--- src/rtl/seg_pkg.sv ---
package seg_pkg;
  localparam int SEG_BUF_BYTES = 256;
  localparam int SEG_CNT_W     = $clog2(SEG_BUF_BYTES + 1);
  localparam int SEG_OFF_W     = $clog2(SEG_BUF_BYTES);
  localparam int SEG_HK_W      = 16;
  localparam int SEG_RSVD_W    = SEG_HK_W - SEG_CNT_W - 2;

  typedef struct packed {
    logic [SEG_RSVD_W-1:0] rsvd;
    logic                  err;
    logic                  eof;
    logic [SEG_CNT_W-1:0]  cnt;
  } seg_hk_t;

  function automatic seg_hk_t seg_mk_hk(input logic [SEG_CNT_W-1:0] c,
                                        input logic e, input logic x);
    seg_hk_t h;
    h.rsvd = '0;
    h.err  = x;
    h.eof  = e;
    h.cnt  = c;
    return h;
  endfunction
endpackage

--- src/rtl/seg_alloc.sv ---
module seg_alloc #(
  parameter int NUM_BUFS = 16,
  parameter int IDX_W    = $clog2(NUM_BUFS)
) (
  input  logic             clk,
  input  logic             rst_n,
  input  logic             take,
  input  logic             rel,
  output logic             avail,
  output logic [IDX_W-1:0] next_idx
);
  localparam int FREE_W = $clog2(NUM_BUFS + 1);
  localparam logic [IDX_W-1:0] LAST_IDX = IDX_W'(NUM_BUFS - 1);

  logic [FREE_W-1:0] free_q;
  logic [IDX_W-1:0]  ptr_q;

  assign avail    = (free_q != '0);
  assign next_idx = ptr_q;

  always_ff @(posedge clk) begin
    if (!rst_n) begin
      free_q <= FREE_W'(NUM_BUFS);
      ptr_q  <= '0;
    end else begin
      free_q <= free_q - FREE_W'(take) + FREE_W'(rel);
      if (take) ptr_q <= (ptr_q == LAST_IDX) ? '0 : ptr_q + 1'b1;
    end
  end

  AST_TAKE_NEEDS_FREE: assert property (@(posedge clk) disable iff (!rst_n)
    take |-> free_q != '0);
  AST_FREE_CAP: assert property (@(posedge clk) disable iff (!rst_n)
    free_q <= FREE_W'(NUM_BUFS));
  AST_FREE_STEP: assert property (@(posedge clk) disable iff (!rst_n)
    take && !rel |=> free_q == $past(free_q) - 1'b1);
endmodule

--- src/rtl/seg_ctrl.sv ---
module seg_ctrl
  import seg_pkg::*;
#(
  parameter int NUM_BUFS = 16,
  parameter int IDX_W    = $clog2(NUM_BUFS)
) (
  input  logic                 clk,
  input  logic                 rst_n,
  input  logic                 s_valid,
  output logic                 s_ready,
  input  logic [7:0]           s_data,
  input  logic                 s_first,
  input  logic                 s_last,
  input  logic                 avail,
  input  logic [IDX_W-1:0]     next_idx,
  output logic                 take,
  output logic                 wr_en,
  output logic [IDX_W-1:0]     wr_buf,
  output logic [SEG_OFF_W-1:0] wr_off,
  output logic [7:0]           wr_byte,
  output logic                 hk_en,
  output logic [IDX_W-1:0]     hk_buf,
  output seg_hk_t              hk_word,
  output logic                 done_valid,
  output logic [IDX_W-1:0]     done_head,
  output logic                 done_err,
  output logic                 ovr_irq
);
  localparam logic [SEG_CNT_W-1:0] FULL_CNT = SEG_CNT_W'(SEG_BUF_BYTES);

  logic                 rdy_q, open_q, drop_q;
  logic [IDX_W-1:0]     cur_q, head_q;
  logic [SEG_CNT_W-1:0] cnt_q;
  logic                 acc, full, need_buf;
  logic [SEG_CNT_W-1:0] cnt_inc;

  assign s_ready  = rdy_q;
  assign acc      = s_valid && rdy_q;
  assign full     = (cnt_q == FULL_CNT);
  assign cnt_inc  = cnt_q + 1'b1;
  assign need_buf = acc && ((!open_q && s_first) || (open_q && !drop_q && full));
  assign take     = need_buf && avail;

  always_ff @(posedge clk) begin
    if (!rst_n) begin
      rdy_q <= 1'b0; open_q <= 1'b0; drop_q <= 1'b0;
      cur_q <= '0; head_q <= '0; cnt_q <= '0;
      wr_en <= 1'b0; wr_buf <= '0; wr_off <= '0; wr_byte <= '0;
      hk_en <= 1'b0; hk_buf <= '0; hk_word <= '0;
      done_valid <= 1'b0; done_head <= '0; done_err <= 1'b0;
      ovr_irq <= 1'b0;
    end else begin
      rdy_q      <= 1'b1;
      wr_en      <= 1'b0;
      hk_en      <= 1'b0;
      done_valid <= 1'b0;
      done_err   <= 1'b0;
      ovr_irq    <= 1'b0;
      wr_byte    <= s_data;
      if (acc) begin
        if (!open_q) begin
          if (s_first) begin
            if (avail) begin
              cur_q  <= next_idx;
              head_q <= next_idx;
              cnt_q  <= SEG_CNT_W'(1);
              wr_en  <= 1'b1;
              wr_buf <= next_idx;
              wr_off <= '0;
              if (s_last) begin
                hk_en      <= 1'b1;
                hk_buf     <= next_idx;
                hk_word    <= seg_mk_hk(SEG_CNT_W'(1), 1'b1, 1'b0);
                done_valid <= 1'b1;
                done_head  <= next_idx;
              end else begin
                open_q <= 1'b1;
                drop_q <= 1'b0;
              end
            end else begin
              ovr_irq <= 1'b1;
              open_q  <= !s_last;
              drop_q  <= 1'b1;
            end
          end
        end else if (drop_q) begin
          if (s_last) open_q <= 1'b0;
        end else if (full) begin
          if (avail) begin
            cur_q  <= next_idx;
            cnt_q  <= SEG_CNT_W'(1);
            wr_en  <= 1'b1;
            wr_buf <= next_idx;
            wr_off <= '0;
            if (s_last) begin
              hk_en      <= 1'b1;
              hk_buf     <= next_idx;
              hk_word    <= seg_mk_hk(SEG_CNT_W'(1), 1'b1, 1'b0);
              done_valid <= 1'b1;
              done_head  <= head_q;
              open_q     <= 1'b0;
            end
          end else begin
            ovr_irq    <= 1'b1;
            hk_en      <= 1'b1;
            hk_buf     <= cur_q;
            hk_word    <= seg_mk_hk(FULL_CNT, 1'b1, 1'b1);
            done_valid <= 1'b1;
            done_head  <= head_q;
            done_err   <= 1'b1;
            drop_q     <= 1'b1;
            if (s_last) open_q <= 1'b0;
          end
        end else begin
          cnt_q  <= cnt_inc;
          wr_en  <= 1'b1;
          wr_buf <= cur_q;
          wr_off <= cnt_q[SEG_OFF_W-1:0];
          if (s_last) begin
            hk_en      <= 1'b1;
            hk_buf     <= cur_q;
            hk_word    <= seg_mk_hk(cnt_inc, 1'b1, 1'b0);
            done_valid <= 1'b1;
            done_head  <= head_q;
            open_q     <= 1'b0;
          end else if (cnt_inc == FULL_CNT) begin
            hk_en   <= 1'b1;
            hk_buf  <= cur_q;
            hk_word <= seg_mk_hk(FULL_CNT, 1'b0, 1'b0);
          end
        end
      end
    end
  end

  AST_MID_HK_FULL: assert property (@(posedge clk) disable iff (!rst_n)
    hk_en && !hk_word.eof |-> hk_word.cnt == FULL_CNT && !hk_word.err);
  AST_HK_RSVD_ZERO: assert property (@(posedge clk) disable iff (!rst_n)
    hk_en |-> hk_word.rsvd == '0 && hk_word.cnt != '0);
  AST_DONE_WITH_HK: assert property (@(posedge clk) disable iff (!rst_n)
    done_valid |-> hk_en && hk_word.eof);
  AST_ERR_WITH_IRQ: assert property (@(posedge clk) disable iff (!rst_n)
    done_valid && done_err |-> ovr_irq && hk_word.err);
  AST_IRQ_NO_DATA: assert property (@(posedge clk) disable iff (!rst_n)
    ovr_irq |-> !wr_en);
  AST_READY_HELD: assert property (@(posedge clk) disable iff (!rst_n)
    s_ready |=> s_ready);
endmodule

--- src/rtl/rx_seg_top.sv ---
module rx_seg_top
  import seg_pkg::*;
#(
  parameter int NUM_BUFS = 16,
  parameter int IDX_W    = $clog2(NUM_BUFS)
) (
  input  logic             clk,
  input  logic             rst_n,
  input  logic             s_valid,
  output logic             s_ready,
  input  logic [7:0]       s_data,
  input  logic             s_first,
  input  logic             s_last,
  input  logic             rel_buf,
  output logic             wr_en,
  output logic [IDX_W-1:0] wr_buf,
  output logic [7:0]       wr_off,
  output logic [7:0]       wr_byte,
  output logic             hk_en,
  output logic [IDX_W-1:0] hk_buf,
  output logic [15:0]      hk_word,
  output logic             done_valid,
  output logic [IDX_W-1:0] done_head,
  output logic             done_err,
  output logic             ovr_irq
);
  logic             take, avail;
  logic [IDX_W-1:0] next_idx;
  seg_hk_t          hk_s;

  assign hk_word = hk_s;

  seg_alloc #(.NUM_BUFS(NUM_BUFS), .IDX_W(IDX_W)) u_alloc (
    .clk(clk), .rst_n(rst_n), .take(take), .rel(rel_buf),
    .avail(avail), .next_idx(next_idx)
  );

  seg_ctrl #(.NUM_BUFS(NUM_BUFS), .IDX_W(IDX_W)) u_ctrl (
    .clk(clk), .rst_n(rst_n),
    .s_valid(s_valid), .s_ready(s_ready), .s_data(s_data),
    .s_first(s_first), .s_last(s_last),
    .avail(avail), .next_idx(next_idx), .take(take),
    .wr_en(wr_en), .wr_buf(wr_buf), .wr_off(wr_off), .wr_byte(wr_byte),
    .hk_en(hk_en), .hk_buf(hk_buf), .hk_word(hk_s),
    .done_valid(done_valid), .done_head(done_head), .done_err(done_err),
    .ovr_irq(ovr_irq)
  );
endmodule

--- config.mk ---
export PLATFORM = sky130hd
export DESIGN_NAME = rx_seg_top
export DESIGN_NICKNAME = d
export VERILOG_FILES = /design/src/rtl/seg_pkg.sv /design/src/rtl/seg_alloc.sv /design/src/rtl/seg_ctrl.sv /design/src/rtl/rx_seg_top.sv
export SDC_FILE = /design/constraint.sdc
export NUM_CORES = 1
export LEC_CHECK = 0
export BUFFER_PORTS_ARGS = -buffer_cell sky130_fd_sc_hd__buf_2
export CAP_MARGIN = 5
export CORE_MARGIN = 4
export CORE_UTILIZATION = 30
export DETAILED_ROUTE_END_ITERATION = 6
export SETUP_SLACK_MARGIN = 0.2
export SKIP_LAST_GASP = 1
export SLEW_MARGIN = 20
export SYNTH_ARGS = -nofsm -noshare
export SYNTH_HDL_FRONTEND = slang
export SYNTH_HIERARCHICAL = 1
export SYNTH_SLANG_ARGS = --single-unit
--- constraint.sdc ---
create_clock -name clk -period 4.3 [get_ports clk]
set_input_delay 0.215 -clock clk [delete_from_list [all_inputs] [get_ports clk]]
set_output_delay 0.215 -clock clk [all_outputs]
set_load 0.01 [all_outputs]
==> reports/qor.yml, run 1 <==
grt:
  grtUsageTotal_pct: 13.07
  grt_max_degree: 56
  grt_pass1_vias: 3014
  antenna_found_initial: 0
  grt_pass1_wl_um: 15190
  grt_overflow: 0
die:
  die_w_um: 120.8
  rows: 40
  coreArea_mm2: 0.01221
  initial_utilization_pct: 31.27
  pin_count: 64
  die_y_um: 120.8
  die-area_mm2: 0.01460
clock_tree:
  tritoncts: "yes"
  clk_pin_slew_ns: 0.06
  cts-root-buf: "clkbuf_16"
  cts_sinks: 78
  h-tree-depth: 3
  ctsResizeCount: 0
  cts_buffers: 9
  insertion_delay_ns: 0.34
  clockBufferDepth: 2
  holdBufCountCts: 0
  post_cts_buffers: 0
final_layout:
  layout_common_cells: "78 x dfxtp_1, 63 x buf_2, 41 x nand2_1"
  drive_gt1_share_pct: 20.79
  fill_cells: 1286
  fin_cells: 649
  final_common_cell: "dfxtp_1"
  area_delta_synth_final_pct: 17.01
  num_antenna_cells: 0
  nNetsFinal: 502
placement:
  dp_hpwl_um: 6710
  gp_congestion: 0.8347
  dp.cells: 634
  port_buffers: 63
logic_synthesis:
  synthCells: 427
  async_reset_ff_share_pct: 0
  syn_area_mm2: 0.003819
  ys_types: 66
  ys_warn_count: 6
  ys_seq_area_share_pct: 40.89
  synth_seq_cells: 78
  synth_edf_count: 0
  synth_ff_type: "dfxtp_1"
  avgSynthCellArea_um2: 8.943
  syn_nets: 452
drt:
  via_count: 3218
  ant_nets: 0
  wl_per_cell_um: 14.39
  drc: 0
  drt_iter0_markers: 155
  first_pass_iters: 4
  vias_per_cell: 4.958
  finalWirelength_um: 9337
sta:
  tightest_slew_ns: 1.047
  setup_viol: 0
  min_period_ns: 3.676
  clock.fmax_mhz: 272.0
  hold_violations: 0
  fin_tns_setup_ns: 0
  skew_ns: 0.007750
  relSlewSlack_pct: 29.73
  finalMaxSlewViolations: 0
  fin_crit_sh_pct: 85.49
  grt_setup_unrepaired: "no"
worst_setup_path:
  worstPathArrival_ns: 3.90
  critPathKind: "reg2reg"
  crit_path_start_kind: "flop"
  cp_max_fo: 9
  rr_startpoint: "u_ctrl/cnt_q[0]"
  worstSetupEndpointType: "flop"
  crit_start: "u_ctrl/cnt_q[0]"
  cp_data_required_time_ns: 4.53
outcome:
  status: "complete, no violations"
min_path:
  holdCritStartpoint: "s_data[5]"
  hold_class: "in2reg"
pwr:
  p_sw_uw: 478.4
  seqPwrFrac_pct: 41.4
  p_comb_share_pct: 15.0
  p_leak_nw: 1.821
  intPower_mw: 1.408
  power.density_mw_per_mm2: 422.2
  ir_worst_vdd_mv: 0.1800
  clkPwrFrac_pct: 43.5
  p_sw_share_pct: 25.36
flow_run:
  cap_violations: 0
-- area by class of cell --
| type | count | area, µm² | share of cell area, % |
|---|---|---|---|
| timing repair buffer | 65 | 330.3 | 7.393 |
| clock buffer | 11 | 252.7 | 5.657 |
| sequential | 78 | 1562 | 34.95 |
| multi-input combinational | 300 | 1957 | 43.80 |
| clock inverter | 4 | 70.07 | 1.568 |
| inverter | 23 | 86.33 | 1.932 |
| tap | 168 | 210.2 | 4.705 |
-- worst max-delay path: stages, from the launching register on --
cell and delay (ns):
dfxtp_1 0.40, inv_1 0.11, ha_1 0.16, nor4b_4 0.29, a31o_2 0.34, nand3_1 0.28, inv_1 0.28, ha_1 0.27
inv_1 0.07, ha_1 0.18, inv_1 0.06, fa_1 0.40, nand2b_1 0.18, a2111oi_1 0.35, o21ba_1 0.20
-- worst paths after layout --
| path | to | slack [ns] | cells after the start |
|---|---|---|---|
| worst max-delay path | u_alloc/free_q[4] | 0.62 | 14 |
| worst max register to register | u_alloc/free_q[4] | 0.62 | 14 |
| worst min register to register | u_ctrl/wr_off[0] | 0.46 | 2 |
| worst min-delay path | u_ctrl/wr_byte[5] | 0.09 | 2 |
-- registers in the layout (all words and copies together) (netlist names) --
name               flops
u_ctrl/hk_word        16
u_ctrl/cnt_q           9
u_ctrl/wr_byte         8
u_ctrl/wr_off          8
u_alloc/free_q         5
u_alloc/next_idx       4
u_ctrl/cur_q           4
u_ctrl/done_head       4
u_ctrl/head_q          4
u_ctrl/hk_buf          4
u_ctrl/wr_buf          4
u_ctrl/done_err        1
u_ctrl/done_valid      1
u_ctrl/drop_q          1
u_ctrl/hk_en           1
u_ctrl/open_q          1
u_ctrl/ovr_irq         1
u_ctrl/s_ready         1
u_ctrl/wr_en           1
-- metal layers --
| layer | global-route usage [%] | vias up | routed length (µm) |
|---|---|---|---|
| li1 | - | 1598 | - |
| met1 | 17.03 | 1536 | 4334 |
| met2 | 20.63 | 75 | 4340 |
| met3 | 4.163 | 9 | 512 |
| met4 | 3.966 | 0 | 150 |
| met5 | 0 | - | 0 |
-- power by group through the flow --
| stage | Combinational (mW) | Clock [mW] | Sequential, mW |
|---|---|---|---|
| after floorplan | 0.209 | 0 | 0.797 |
| after global placement | 0.270 | 0 | 0.796 |
| after detailed placement | 0.282 | 0 | 0.798 |
| after CTS | 0.285 | 0.842 | 0.782 |
| after global routing | 0.319 | 0.874 | 0.787 |
| final | 0.284 | 0.821 | 0.781 |
-- metrics by stage --
stage,total power [mW],cell area [µm²],worst slack [ns],hold WS (ns),utilization (%)
after floorplan,1.007,3819,1.128,0.2427,-
after global placement,1.066,4145,0.8814,0.4267,33.94
after detailed placement,1.080,4145,0.7402,0.4265,33.94
after CTS,1.909,4468,0.6693,0.07488,36.59
after global routing,1.980,4468,0.3487,0.08390,36.59
final,1.886,4468,0.6238,0.08851,36.59
-- cells by family after synthesis --
family | Yosys count | share of synthesized area, %
AO/OA/AOI/OAI | 119 | 20.77
XOR/XNOR | 11 | 2.523
adder cells (fa/ha/maj) | 11 | 3.801
buffers and inverters | 49 | 7.863
flip-flops | 78 | 40.89
multiplexers | 12 | 3.146
AND/OR/NAND/NOR | 147 | 21.00
-- synthesized netlist by cell type, drive strengths merged, types with 4 or more instances --
cell type,count,area share [%]
xor2,7,1.6
a21boi,6,1.2
a21o,4,0.82
o31ai,5,0.98
mux2i,12,3.1
a31oi,6,0.98
and2,12,2.0
dfxtp,78,41
o21ai,27,3.6
clkbuf,17,3.8
ha,10,3.3
nand3,12,2.2
or3,5,0.82
and3,6,0.98
nor2,34,3.5
buf,9,1.8
nor3,13,2.1
nand2b,5,0.82
nand2,42,4.6
o22ai,7,1.1
a22oi,10,2.1
xnor2,4,0.92
inv,23,2.3
o21a,7,1.4
a21oi,31,4.2
Power figures use the tool's default switching activity.
==> inputs of run 2 (changes only) <==
--- a/config.mk
+++ b/config.mk
@@ -8,11 +8,12 @@
 export BUFFER_PORTS_ARGS = -buffer_cell sky130_fd_sc_hd__buf_2
 export CAP_MARGIN = 5
 export CORE_MARGIN = 4
-export CORE_UTILIZATION = 30
+export CORE_UTILIZATION = 45
 export DETAILED_ROUTE_END_ITERATION = 6
+export PLACE_DENSITY = 0.66
 export SETUP_SLACK_MARGIN = 0.2
 export SKIP_LAST_GASP = 1
-export SLEW_MARGIN = 20
+export SLEW_MARGIN = 15
 export SYNTH_ARGS = -nofsm -noshare
 export SYNTH_HDL_FRONTEND = slang
 export SYNTH_HIERARCHICAL = 1
==> run 2 against run 1 <==
Compared with the run above: non-clock buffer count did not move; clock power is 19% lower; first-iteration DRC count is 21% higher; critical endpoint unchanged.
==> reports/qor.yml, run 2 (synthesis results as in run 1) <==
sta:
  setup_viol: 0  # unchanged
  fin_crit_sh_pct: 83.86  # was 85.49%
  relSlewSlack_pct: 34.99  # was 29.73%
  skew_ns: 0.01538  # was 0.007750 ns
  hold_violations: 0  # unchanged
  grt_setup_unrepaired: "no"  # unchanged
  fin_ws_ns: 0.6940  # was 0.6238 ns
  fin_tns_setup_ns: 0  # unchanged
  finalMaxSlewViolations: 0  # unchanged
  min_period_ns: 3.606  # was 3.676 ns
  holdWs_ns: 0.05676  # was 0.08851 ns
  clock.fmax_mhz: 277.3  # was 272.0 MHz
  tightest_slew_ns: 0.9687  # was 1.047 ns
final_layout:
  largest_reg_flops: 16  # unchanged
  drive_gt1_share_pct: 20.75  # was 20.79%
  reg_top3: "u_ctrl/hk_word x16, u_ctrl/cnt_q x9"  # unchanged
  layout_common_cells: "78 x dfxtp_1, 63 x buf_2, 41 x nand2_1"  # unchanged
  nNetsFinal: 502  # unchanged
  register_area_mm2: 0.001562  # unchanged
  area_delta_synth_final_pct: 12.91  # was 17.01%
  fin_cells: 587  # was 649
  regMostFlops: "u_ctrl/hk_word"  # unchanged
  num_antenna_cells: 0  # unchanged
  fill_cells: 801  # was 1286
  final_common_cell: "dfxtp_1"  # unchanged
  multi_input_area_mm2: 0.001957  # unchanged
worst_setup_path:
  worstPathArrival_ns: 3.87  # was 3.90 ns
  crit_path_start_kind: "flop"  # unchanged
  critPathKind: "reg2reg"  # unchanged
  cp_data_required_time_ns: 4.56  # was 4.53 ns
  worstSetupEndpointType: "flop"  # unchanged
  cp_max_fo: 9  # unchanged
grt:
  antenna_found_initial: 0  # unchanged
  grt_overflow: 0  # unchanged
  grt_pass1_wl_um: 14590  # was 15190 µm
  grt_max_degree: 37  # was 56
  grt_pass1_vias: 2998  # was 3014
  grtUsageTotal_pct: 18.10  # was 13.07%
placement:
  dp.cells: 571  # was 634
  gp_congestion: 0.8422  # was 0.8347
  port_buffers: 63  # unchanged
  dp_hpwl_um: 6195  # was 6710 µm
  pre_cts_ws_ns: 0.7274  # was 0.7402 ns
drt:
  finalWirelength_um: 8673  # was 9337 µm
  wl_per_cell_um: 14.78  # was 14.39 µm
  first_pass_iters: 4  # unchanged
  vias_per_cell: 5.376  # was 4.958
  drc: 0  # unchanged
  via_count: 3156  # was 3218
  ant_nets: 0  # unchanged
  drt_iter0_markers: 188  # was 155
clock_tree:
  holdBufCountCts: 0  # unchanged
  cts_sinks: 78  # unchanged
  insertion_delay_ns: 0.36  # was 0.34 ns
  clockBufferDepth: 2  # unchanged
  ctsResizeCount: 0  # unchanged
  post_cts_buffers: 0  # unchanged
  tritoncts: "yes"  # unchanged
  cts_buffers: 9  # unchanged
  cts-root-buf: "clkbuf_8"  # was clkbuf_16
  h-tree-depth: 3  # unchanged
  clk_pin_slew_ns: 0.08  # was 0.06 ns
die:
  coreArea_mm2: 0.008217  # was 0.01221 mm²
  initial_utilization_pct: 46.47  # was 31.27%
  die-area_mm2: 0.01002  # was 0.01460 mm²
  rows: 33  # was 40
  pin_count: 64  # unchanged
  die_y_um: 100.1  # was 120.8 µm
  die_w_um: 100.1  # was 120.8 µm
pwr:
  ir_worst_vdd_mv: 0.2802  # was 0.1800 mV
  power.density_mw_per_mm2: 400.8  # was 422.2 mW/mm²
  p_leak_nw: 1.784  # was 1.821 nW
flow_run:
  cap_violations: 0  # unchanged
min_path:
  hold_class: "in2reg"  # unchanged
outcome:
  status: "complete, no violations"  # unchanged
## run 2: layout make-up
cell class / count / share of cell area [%]
Multi-Input combinational cell: 300 / 45.39
Sequential cell: 78 / 36.22
Timing Repair Buffer: 65 / 7.661
Clock buffer: 11 / 3.279
Tap cell: 105 / 3.047
Clock inverter: 5 / 2.409
Inverter: 23 / 2.002
## run 2: worst max-delay path: stages, from the launching register on
cell and delay (ns):
dfxtp_1 0.41, inv_1 0.11, ha_1 0.15, nor4b_4 0.30, a31o_2 0.34, nand3_1 0.26, inv_1 0.28, ha_1 0.27
inv_1 0.06, ha_1 0.15, inv_1 0.06, fa_1 0.41, nand2b_1 0.18, a2111oi_1 0.34, o21ba_1 0.20
## run 2: where the power goes
part	switching, mW	internal (mW)
Sequential	0.0254	0.756
Clock	0.266	0.403
Combinational	0.164	0.113
## run 2: final timing paths
kind,start,to,slack (ns),cells past startpoint
worst min-delay path,s_data[6],u_ctrl/wr_byte[6],0.06,2
worst min register to register,u_ctrl/wr_off[0],u_ctrl/wr_off[0],0.46,2
worst max register to register,u_ctrl/cnt_q[0],u_alloc/free_q[4],0.69,14
worst max-delay path,u_ctrl/cnt_q[0],u_alloc/free_q[4],0.69,14
## run 2: metrics by stage
stage / util, % / power (mW) / cell area (µm²)
global placement: 49.49 / 1.061 / 4066
detailed placement: 49.49 / 1.074 / 4066
CTS: 52.47 / 1.745 / 4312
finish: 52.47 / 1.728 / 4312
floorplan: - / 1.007 / 3819
global route: 52.47 / 1.820 / 4312
## run 2: metal layers
| layer | up-vias | track usage [%] | routed length (µm) |
|---|---|---|---|
| li1 | 1592 | - | - |
| met1 | 1480 | 23.98 | 4097 |
| met2 | 75 | 28.44 | 3904 |
| met3 | 9 | 4.795 | 579 |
| met4 | 0 | 6.528 | 92 |
| met5 | - | 0 | 0 |
